[src/rtl/adc_rd_pkg.sv]
package adc_rd_pkg;

    typedef enum logic [1:0] {
        ST_HUNT,
        ST_MARKER,
        ST_SHIFT,
        ST_TRAIL
    } rd_state_t;

endpackage

[src/rtl/adc_clk_gen.sv]
module adc_clk_gen #(
    parameter int HALF_DIV = 2
) (
    input  logic clk,
    input  logic rst_n,
    output logic adc_clk,
    output logic period_tick
);
    localparam int CW = (HALF_DIV > 1) ? $clog2(HALF_DIV) : 1;
    localparam logic [CW-1:0] LAST = CW'(HALF_DIV - 1);

    logic [CW-1:0] cnt_q;
    logic          clk_q;

    always_ff @(posedge clk) begin
        if (!rst_n) begin
            cnt_q <= '0;
            clk_q <= 1'b0;
        end else if (cnt_q == LAST) begin
            cnt_q <= '0;
            clk_q <= ~clk_q;
        end else begin
            cnt_q <= cnt_q + 1'b1;
        end
    end

    // last system cycle of the low half: one master-clock period ends here
    assign period_tick = (cnt_q == LAST) && !clk_q;
    assign adc_clk     = clk_q;

endmodule

[src/rtl/adc_bit_sync.sv]
module adc_bit_sync #(
    parameter int STAGES = 2
) (
    input  logic clk,
    input  logic rst_n,
    input  logic d,
    output logic q
);
    logic [STAGES-1:0] ff;

    genvar gi;
    generate
        for (gi = 0; gi < STAGES; gi++) begin : g_stage
            if (gi == 0) begin : g_first
                always_ff @(posedge clk) begin
                    if (!rst_n) ff[gi] <= 1'b1;
                    else        ff[gi] <= d;
                end
            end else begin : g_next
                always_ff @(posedge clk) begin
                    if (!rst_n) ff[gi] <= 1'b1;
                    else        ff[gi] <= ff[gi-1];
                end
            end
        end
    endgenerate

    assign q = ff[STAGES-1];

endmodule

[src/rtl/adc_frame_fsm.sv]
module adc_frame_fsm
    import adc_rd_pkg::*;
#(
    parameter int FRAME_CLKS  = 384,
    parameter int MARKER_CLKS = 36,
    parameter int LOW_AT      = 12,
    parameter int HIGH_AT     = 15,
    parameter int DATA_BITS   = 24
) (
    input  logic clk,
    input  logic rst_n,
    input  logic tick,
    input  logic din,
    output logic sclk,
    output logic shift_en,
    output logic last_bit,
    output logic sync_err
);
    localparam int PW        = $clog2(FRAME_CLKS + 1);
    localparam int DATA_END  = MARKER_CLKS + 2 * DATA_BITS;
    localparam int PULSE_END = DATA_END + 2;

    rd_state_t     state_q, state_d;
    logic [PW-1:0] per_q, per_d;
    logic          prev_q, prev_d;
    logic          fail;
    logic          sclk_d;
    logic [PW-1:0] per_nxt;
    logic [PW-1:0] off_end, off_new;

    assign per_nxt = per_q + 1'b1;
    assign off_end = per_q - PW'(MARKER_CLKS);
    assign off_new = per_d - PW'(MARKER_CLKS);

    // next state, evaluated once per master-clock period
    always_comb begin
        state_d = state_q;
        per_d   = per_q;
        prev_d  = prev_q;
        fail    = 1'b0;
        if (tick) begin
            prev_d = din;
            unique case (state_q)
                ST_HUNT: begin
                    if (din && !prev_q) begin
                        state_d = ST_MARKER;
                        per_d   = PW'(1);
                    end
                end
                ST_MARKER: begin
                    per_d = per_nxt;
                    if ((per_q == PW'(LOW_AT) && din) ||
                        (per_q == PW'(HIGH_AT) && !din)) begin
                        fail    = 1'b1;
                        state_d = ST_HUNT;
                        per_d   = '0;
                    end else if (per_q == PW'(MARKER_CLKS - 1)) begin
                        state_d = ST_SHIFT;
                    end
                end
                ST_SHIFT: begin
                    per_d = per_nxt;
                    if (per_q == PW'(DATA_END - 1)) state_d = ST_TRAIL;
                end
                ST_TRAIL: begin
                    per_d = per_nxt;
                    if (per_q == PW'(FRAME_CLKS - 1)) begin
                        state_d = ST_HUNT;
                        per_d   = '0;
                        prev_d  = 1'b0;
                    end
                end
                default: state_d = ST_HUNT;
            endcase
        end
    end

    // state register
    always_ff @(posedge clk) begin
        if (!rst_n) begin
            state_q <= ST_HUNT;
            per_q   <= '0;
            prev_q  <= 1'b1;
        end else begin
            state_q <= state_d;
            per_q   <= per_d;
            prev_q  <= prev_d;
        end
    end

    // serial clock level for the period that is about to begin
    assign sclk_d = (state_d != ST_HUNT) &&
                    (per_d >= PW'(MARKER_CLKS)) &&
                    (per_d < PW'(PULSE_END)) &&
                    !off_new[0];

    // outputs
    always_ff @(posedge clk) begin
        if (!rst_n) begin
            sclk     <= 1'b0;
            sync_err <= 1'b0;
        end else begin
            if (tick) sclk <= sclk_d;
            sync_err <= fail;
        end
    end

    assign shift_en = tick && (state_q == ST_SHIFT) && !off_end[0];
    assign last_bit = shift_en && (per_q == PW'(DATA_END - 2));

endmodule

[src/rtl/adc_sample_shift.sv]
module adc_sample_shift #(
    parameter int DATA_BITS = 24
) (
    input  logic                        clk,
    input  logic                        rst_n,
    input  logic                        shift_en,
    input  logic                        last_bit,
    input  logic                        bit_in,
    output logic signed [DATA_BITS-1:0] sample,
    output logic                        sample_valid
);
    logic [DATA_BITS-1:0] sr_q;
    logic [DATA_BITS-1:0] sr_next;

    assign sr_next = {sr_q[DATA_BITS-2:0], bit_in};

    always_ff @(posedge clk) begin
        if (!rst_n) begin
            sr_q         <= '0;
            sample       <= '0;
            sample_valid <= 1'b0;
        end else begin
            sample_valid <= 1'b0;
            if (shift_en) sr_q <= sr_next;
            if (last_bit) begin
                sample       <= sr_next;
                sample_valid <= 1'b1;
            end
        end
    end

endmodule

[src/rtl/adc_frame_reader.sv]
module adc_frame_reader #(
    parameter int HALF_DIV    = 2,
    parameter int SYNC_STAGES = 2,
    parameter int FRAME_CLKS  = 384,
    parameter int MARKER_CLKS = 36,
    parameter int LOW_AT      = 12,
    parameter int HIGH_AT     = 15,
    parameter int DATA_BITS   = 24
) (
    input  logic                        clk,
    input  logic                        rst_n,
    input  logic                        adc_dout,
    output logic                        adc_clk,
    output logic                        adc_sclk,
    output logic signed [DATA_BITS-1:0] sample,
    output logic                        sample_valid,
    output logic                        sync_err
);
    logic tick;
    logic din_s;
    logic shift_en;
    logic last_bit;

    adc_clk_gen #(.HALF_DIV(HALF_DIV)) u_clk (
        .clk         (clk),
        .rst_n       (rst_n),
        .adc_clk     (adc_clk),
        .period_tick (tick)
    );

    adc_bit_sync #(.STAGES(SYNC_STAGES)) u_sync (
        .clk   (clk),
        .rst_n (rst_n),
        .d     (adc_dout),
        .q     (din_s)
    );

    adc_frame_fsm #(
        .FRAME_CLKS  (FRAME_CLKS),
        .MARKER_CLKS (MARKER_CLKS),
        .LOW_AT      (LOW_AT),
        .HIGH_AT     (HIGH_AT),
        .DATA_BITS   (DATA_BITS)
    ) u_fsm (
        .clk      (clk),
        .rst_n    (rst_n),
        .tick     (tick),
        .din      (din_s),
        .sclk     (adc_sclk),
        .shift_en (shift_en),
        .last_bit (last_bit),
        .sync_err (sync_err)
    );

    adc_sample_shift #(.DATA_BITS(DATA_BITS)) u_shift (
        .clk          (clk),
        .rst_n        (rst_n),
        .shift_en     (shift_en),
        .last_bit     (last_bit),
        .bit_in       (din_s),
        .sample       (sample),
        .sample_valid (sample_valid)
    );

endmodule

[config.mk]
export PLATFORM = sky130hd
export DESIGN_NAME = adc_frame_reader
export DESIGN_NICKNAME = d
export VERILOG_FILES = /design/src/rtl/adc_rd_pkg.sv /design/src/rtl/adc_clk_gen.sv /design/src/rtl/adc_bit_sync.sv /design/src/rtl/adc_frame_fsm.sv /design/src/rtl/adc_sample_shift.sv /design/src/rtl/adc_frame_reader.sv
export SDC_FILE = /design/constraint.sdc
export NUM_CORES = 1
export LEC_CHECK = 0
export ABC_AREA = 1
export BUFFER_PORTS_ARGS = -buffer_cell sky130_fd_sc_hd__buf_2
export CAP_MARGIN = 25
export CORE_MARGIN = 5
export CORE_UTILIZATION = 62
export CTS_CLUSTER_SIZE = 10
export DETAILED_ROUTE_END_ITERATION = 6
export HOLD_SLACK_MARGIN = 0.02
export PLACE_DENSITY = 0.84
export SYNTH_ARGS = -nofsm -noshare
export SYNTH_HDL_FRONTEND = slang
export SYNTH_SLANG_ARGS = --single-unit
[constraint.sdc]
create_clock -name clk -period 3.91 [get_ports clk]
set_clock_uncertainty 0.2 [all_clocks]
set_input_delay 0.782 -clock clk [delete_from_list [all_inputs] [get_ports clk]]
set_output_delay 0.782 -clock clk [all_outputs]
set_load 0.02 [all_outputs]
== Word level (Yosys, flattened, before mapping) ==
Index checks and enable logic that the tools add are counted.
Storage, ports and cells
  memories kept: 0
  logic and storage cells: 65
  output and inout bits: 28
  bits in latches: 0
  bits in registers: 66
  input port bits: 3
  ROM bits: 0
  RAM bits: 0
Operators by class
  equality and inequality tests: 9
  order comparisons: 2
  add/subtract/negate cells: 4
  divide/modulo/power cells: 0
  reductions and logical operators: 20
  bitwise operators: 2
  shift-type cells: 0
  multiplexer cells: 16
  multipliers: 0
Operator list (count)
  $mux 9: 4
  $pmux 9 s4: 1
  $eq 9x4->1 const B: 2
  $eq 9x7->1 const B: 2
  $mux 2: 6
  $logic_and 1x1->1: 10
  $add 9x1->9 const B: 1
  $eq 9x6->1 const B: 1
  $eq 9x9->1 const B: 1
  $ge 9x6->1 const B: 1
  $lt 9x7->1 const B: 1
  $pmux 2 s4: 1
  $logic_not 1->1: 5
  $eq 2x2->1 const B: 2
  $mux 1: 4
  $reduce_and 3->1: 1
  $eq 2x1->1 const B: 1
  $logic_not 2->1: 1
  $not 1->1: 2
  $reduce_bool 2->1: 1
  $reduce_or 2->1: 1
  $sub 1x1->1 const B: 2
  $add 1x1->1 const B: 1
  $logic_or 1x1->1: 1

== Logic depth before layout (Yosys ltp) ==
  word-level depth: 10
  gate-level depth with buffers: 16
  depth with buffers taken out: 16

== Hierarchy ==
A second synthesis with hierarchy kept.
Unflattened totals
  cells, all modules: 467
  area, all modules: 3064.2 um^2
By module, submodules not included
  adc_sample_shift: instances 1, area an instance 1858.0 um^2, cells each 277, sequential area each 960.9 um^2
  adc_frame_fsm: instances 1, area an instance 1073.5 um^2, cells each 174, sequential area each 280.3 um^2
  adc_clk_gen: instances 1, area an instance 77.6 um^2, cells each 10, sequential area each 40.0 um^2
  adc_bit_sync: instances 1, area an instance 55.1 um^2, cells each 6, sequential area each 40.0 um^2

== Least setup slack after synthesis ==
OpenSTA, ideal clock, no wires.
  path type: reg-to-reg
  start: register u_fsm.per_q[0]
  end: register u_fsm.sclk
  data required time: 3643 ps
  arrival: 1747 ps
  library setup time: 67 ps
  path buffers: 0
  cell stages (with the launch flop): 16
  period minus slack after synthesis: 2014 ps
  setup slack: 1896 ps
  path through: dfxtp_1 ha_1 nand3_4 nor2_4 nand2_2 o21bai_4 nand2_4 nand3_2 nand2_2 nor2_2 nor2_1 nand2_1 nand2_1 nand2_1 nand2_1 a21oi_2
On the way
  word-level cells in the longest chain between the ends: 10
  elaborated cells on any way between the ends: 28
  those cells by class: 2 x add/sub; 2 x order compare; 5 x eq/ne; 11 x mux; 8 x reduce/logical
RTL lines
  from (decl): RTL line adc_frame_fsm.sv:24  | logic [PW-1:0] per_q, per_d;
  from (signal assigned): RTL line adc_frame_fsm.sv:86  | per_q <= per_d;
  branches (longest 9 deep; another with $add 9x1->9)
  $logic_and 1x1->1 *: RTL line adc_frame_fsm.sv:94  | (per_d < PW'(PULSE_END)) &&
  to (signal assigned): RTL line adc_frame_fsm.sv:103  | if (tick) sclk <= sclk_d;
  to (decl): RTL line adc_frame_fsm.sv:14  | output logic sclk,
Every way passes the cells marked *.
A chain may end at the register's enable or synchronous reset.

== Final worst setup path ==
  start: register u_clk.cnt_q
  end: register u_shift.sample[22]
On the way
  word-level cells in the longest chain between the ends: 4
RTL lines
  from (decl): RTL line adc_clk_gen.sv:12  | logic [CW-1:0] cnt_q;
  from (signal assigned): RTL line adc_clk_gen.sv:23  | cnt_q <= cnt_q + 1'b1;
  $logic_and 1x1->1: RTL line adc_clk_gen.sv:28  | assign period_tick = (cnt_q == LAST) && !clk_q;
  $logic_and 1x1->1 (2 in a row): RTL line adc_frame_fsm.sv:108  | assign shift_en = tick && (state_q == ST_SHIFT) && !off_end[0];
  $logic_and 1x1->1: RTL line adc_frame_fsm.sv:109  | assign last_bit = shift_en && (per_q == PW'(DATA_END - 2));
  to (signal assigned): RTL line adc_sample_shift.sv:26  | sample <= sr_next;
  to (decl): RTL line adc_sample_shift.sv:9  | output logic signed [DATA_BITS-1:0] sample,
Every way passes these cells.

==> flow_summary.json <==
{
  "status": "finished clean",
  "final.setup.tns_ps": 0,
  "worst_path_max_delay_cell": "nand4_1",
  "report.final.setup_viol": 0,
  "post-cts-setup-buffers": 0,
  "drt_pre_antenna_iters": 5,
  "layout-drive-gt1-share_pct": 17.4,
  "die-area_um2": 5980,
  "r2r_cells": 9,
  "yosys_register_bits": 66,
  "reg_to_reg_slack_setup_ps": 1350,
  "grt_pass1_wl_mm": 9.45,
  "die_x_um": 77.3,
  "timing.hold.worst.class": "flop to flop",
  "placed_cell_area_um2": 2980,
  "ys_async_sr_fraction_pct": 0,
  "synth-seq-area-share_pct": 47.0,
  "worstSetupPathDepth": 9,
  "cts.clk_slew.worst_paths_ps": 70,
  "remaining_drc_errors": 0,
  "ctsLongestPathBuffers": 2,
  "dpl.hpwl_mm": 3.74,
  "num-nets-final": 410,
  "floorplan.rows": 24,
  "hold_viol": 0,
  "powerDensity_nw_per_um2": 391,
  "static-leakage-power_nw": 1.39,
  "cts.sink_count": 66,
  "synth_ff_type": "dfxtp_1",
  "post-route-period-util_pct": 65.4,
  "global_route.usage.total_pct": 19.4,
  "postSynthNetCount": 382,
  "routed_wire_length_per_instance_um": 11.8,
  "critPathMaxStageDelay_ps": 450,
  "worst_slew_pin_tran_ps": 636,
  "numPortBuffers": 30,
  "timing.max_slew.rel_slack_pct": 57.6,
  "arrival_ps": 2580,
  "grt_start_max_net_pins": 50,
  "clock_power_share_pct": 41.6,
  "worst_r2r_startpoint": "u_clk.cnt_q",
  "overflow": 0,
  "multiInputGateArea_um2": 1220,
  "power.share.switching_pct": 23.0,
  "syn_area_um2": 2810,
  "syn2layout_area_growth_pct": 12.3,
  "routed_wl_mm": 5.42,
  "worst_path_dominant_cell_family": "buffers and inverters",
  "vias_per_cell": 5.17,
  "start_kind": "flop",
  "crit_chain": "inv_1, nor2_2, inv_2, nor3_4, buf_4, nand4_1, buf_4, o21ai_0, a21oi_1",
  "sequentialPowerShare_pct": 55.0,
  "htree_levels": 3,
  "detail_route.iter0.violations": 160,
  "postSynthCellCount": 376,
  "fill_cells": 350,
  "clock.fmax_mhz": 391,
  "worst_skew_pair.late_latency_ps": 340,
  "min_delay_path_depth": 1,
  "layout_commonest_cell": "dfxtp_1",
  "start_util_pct": 64.1,
  "crit_type": "flop to flop",
  "drv.max_cap_violation_count": 0,
  "number_of_flops_mapped_to_enable_cells_by_yosys": 0,
  "critical_path.reg2reg.endpoint": "u_shift.sample[22]",
  "cts_tree": "built",
  "top_fanout_value_on_the_critical_path": 35,
  "die_height_um": 77.3,
  "power.combinational.fraction_pct": 3.4,
  "postSynthAreaPerCell_um2": 7.47,
  "antenna_fix_cells": 0,
  "yosysWarnings": 0,
  "vias": 2383,
  "max-vdd-ir-drop_mv": 0.263,
  "synth.lib_cells_used.distinct": 31,
  "ant_nets": 0,
  "layout.cell_area.non_filler_um2": 3160,
  "setup.worst_path.start": "u_clk.cnt_q",
  "post_cts_resized": 0,
  "period_needed_ps": 2560,
  "layout.cells.most_common_list": "dfxtp_1 (66), nor2_1 (65), o21ai_0 (53), inv_1 (47), nand2_1 (40)",
  "crit_top_cell": "buf_4",
  "cp.required_ps": 3930,
  "p_sw_mw": 0.284,
  "io_pins": 31,
  "via_count_of_the_first_global_routing_pass": 2238,
  "layout.area.seq_um2": 1320,
  "slew_viol_final": 0,
  "cts_buffers": 9,
  "cell_internal_pwr_mw": 0.952,
  "root_buffer": "clkbuf_8",
  "place.detailed.instances": 445,
  "antenna_found_initial": 0,
  "setup_repair_after_global_routing_missed_its_margin": "no",
  "holdBufCountCts": 0,
  "place.gp.congestion": 0.900,
  "coreArea_um2": 4380,
  "end_kind": "flop",
  "critical_path_buf_inv_count": 4,
  "setup.worst_path.end": "u_shift.sample[22]",
  "final_cell_count_no_fill": 461
}
power by group through the flow:
stage | Clock [mW] | Combinational, mW | Sequential (mW)
after detailed placement | 0 | 0.0412 | 0.696
after CTS | 0.526 | 0.0415 | 0.680
after global routing | 0.559 | 0.0469 | 0.680
final | 0.514 | 0.0416 | 0.680
after global placement | 0 | 0.0405 | 0.696
after floorplan | 0 | 0.0311 | 0.696
flip-flops by register name, summed over array words and instances (netlist names), 2 cells and up:
register and count:
u_shift.sr_q 23, u_fsm.state_q 2, u_fsm.per_q 9, u_shift.sample 24
cells by family (layout without fill, tap and decap cells):
kind of cell / after synthesis / after routing / synth area share, %
AND/OR/NAND/NOR: 142 / 142 / 23.3
XOR/XNOR: 5 / 5 / 1.56
AO/OA/AOI/OAI: 93 / 93 / 17.4
buffers and inverters: 67 / 100 / 9.39
flip-flops: 66 / 66 / 47.0
adder cells (fa/ha/maj): 3 / 3 / 1.34
metrics by stage:
| step | hold WS, ps | utilization (%) | setup slack, ps | power, mW |
|---|---|---|---|---|
| 4_1_cts | 214 | 72.0 | 1340 | 1.25 |
| 2_1_floorplan | 193 | - | 1900 | 0.727 |
| 5_1_grt | 224 | 72.0 | 1020 | 1.29 |
| 3_3_place_gp | 195 | 67.9 | 1420 | 0.736 |
| 3_5_place_dp | 198 | 67.9 | 1370 | 0.737 |
| 6_report | 213 | 72.0 | 1350 | 1.24 |
worst register-to-register path: cells and delay by family, from the launching register on:
family	cells	cell delay, ps
simple gates	3	790
buf+inv	4	870
flops	1	330
compound gates	2	270
Yosys cell counts (2+ instances only):
cell type	count	share of area (%)
nor2_1	65	8.7
nand3_2	3	1.1
clkbuf_1	11	1.5
nand4_1	3	0.67
inv_2	3	0.40
nand2_1	40	5.3
dfxtp_1	66	47
nand2_2	3	0.67
xor2_1	5	1.6
or2_2	2	0.45
nor3_1	2	0.36
inv_1	47	6.3
o21ai_0	53	9.4
buf_2	3	0.53
a21oi_1	35	6.2
nor2_2	4	0.89
ha_1	3	1.3
nand3_1	14	2.5
nor2_4	2	0.80
worst min-delay path by stage:
stage                       from       end
finish              u_sync.ff[0]  u_sync.q
global route        u_sync.ff[0]  u_sync.q
CTS                 u_sync.ff[0]  u_sync.q
detailed placement  u_sync.ff[0]  u_sync.q
global placement    u_sync.ff[0]  u_sync.q
floorplan           u_sync.ff[0]  u_sync.q
routing by layer:
layer	routed length, um	vias up	share of wire (%)	global-route usage (%)
li1	-	1256	-	-
met1	2410	1071	44	21.9
met2	2660	45	49	32.7
met3	249	11	4.6	5.04
met4	97	0	1.8	11.5
met5	0	-	0	0
layout make-up:
class,count,area share (%)
clock buffers,12,4.91
clock inverters,4,0.832
inverters,51,6.06
multi-input cells,243,38.8
flip-flops and latches,66,41.9
well taps,52,2.06
repair buffers,33,5.47
Note: power is estimated with default switching activity, not from simulation.
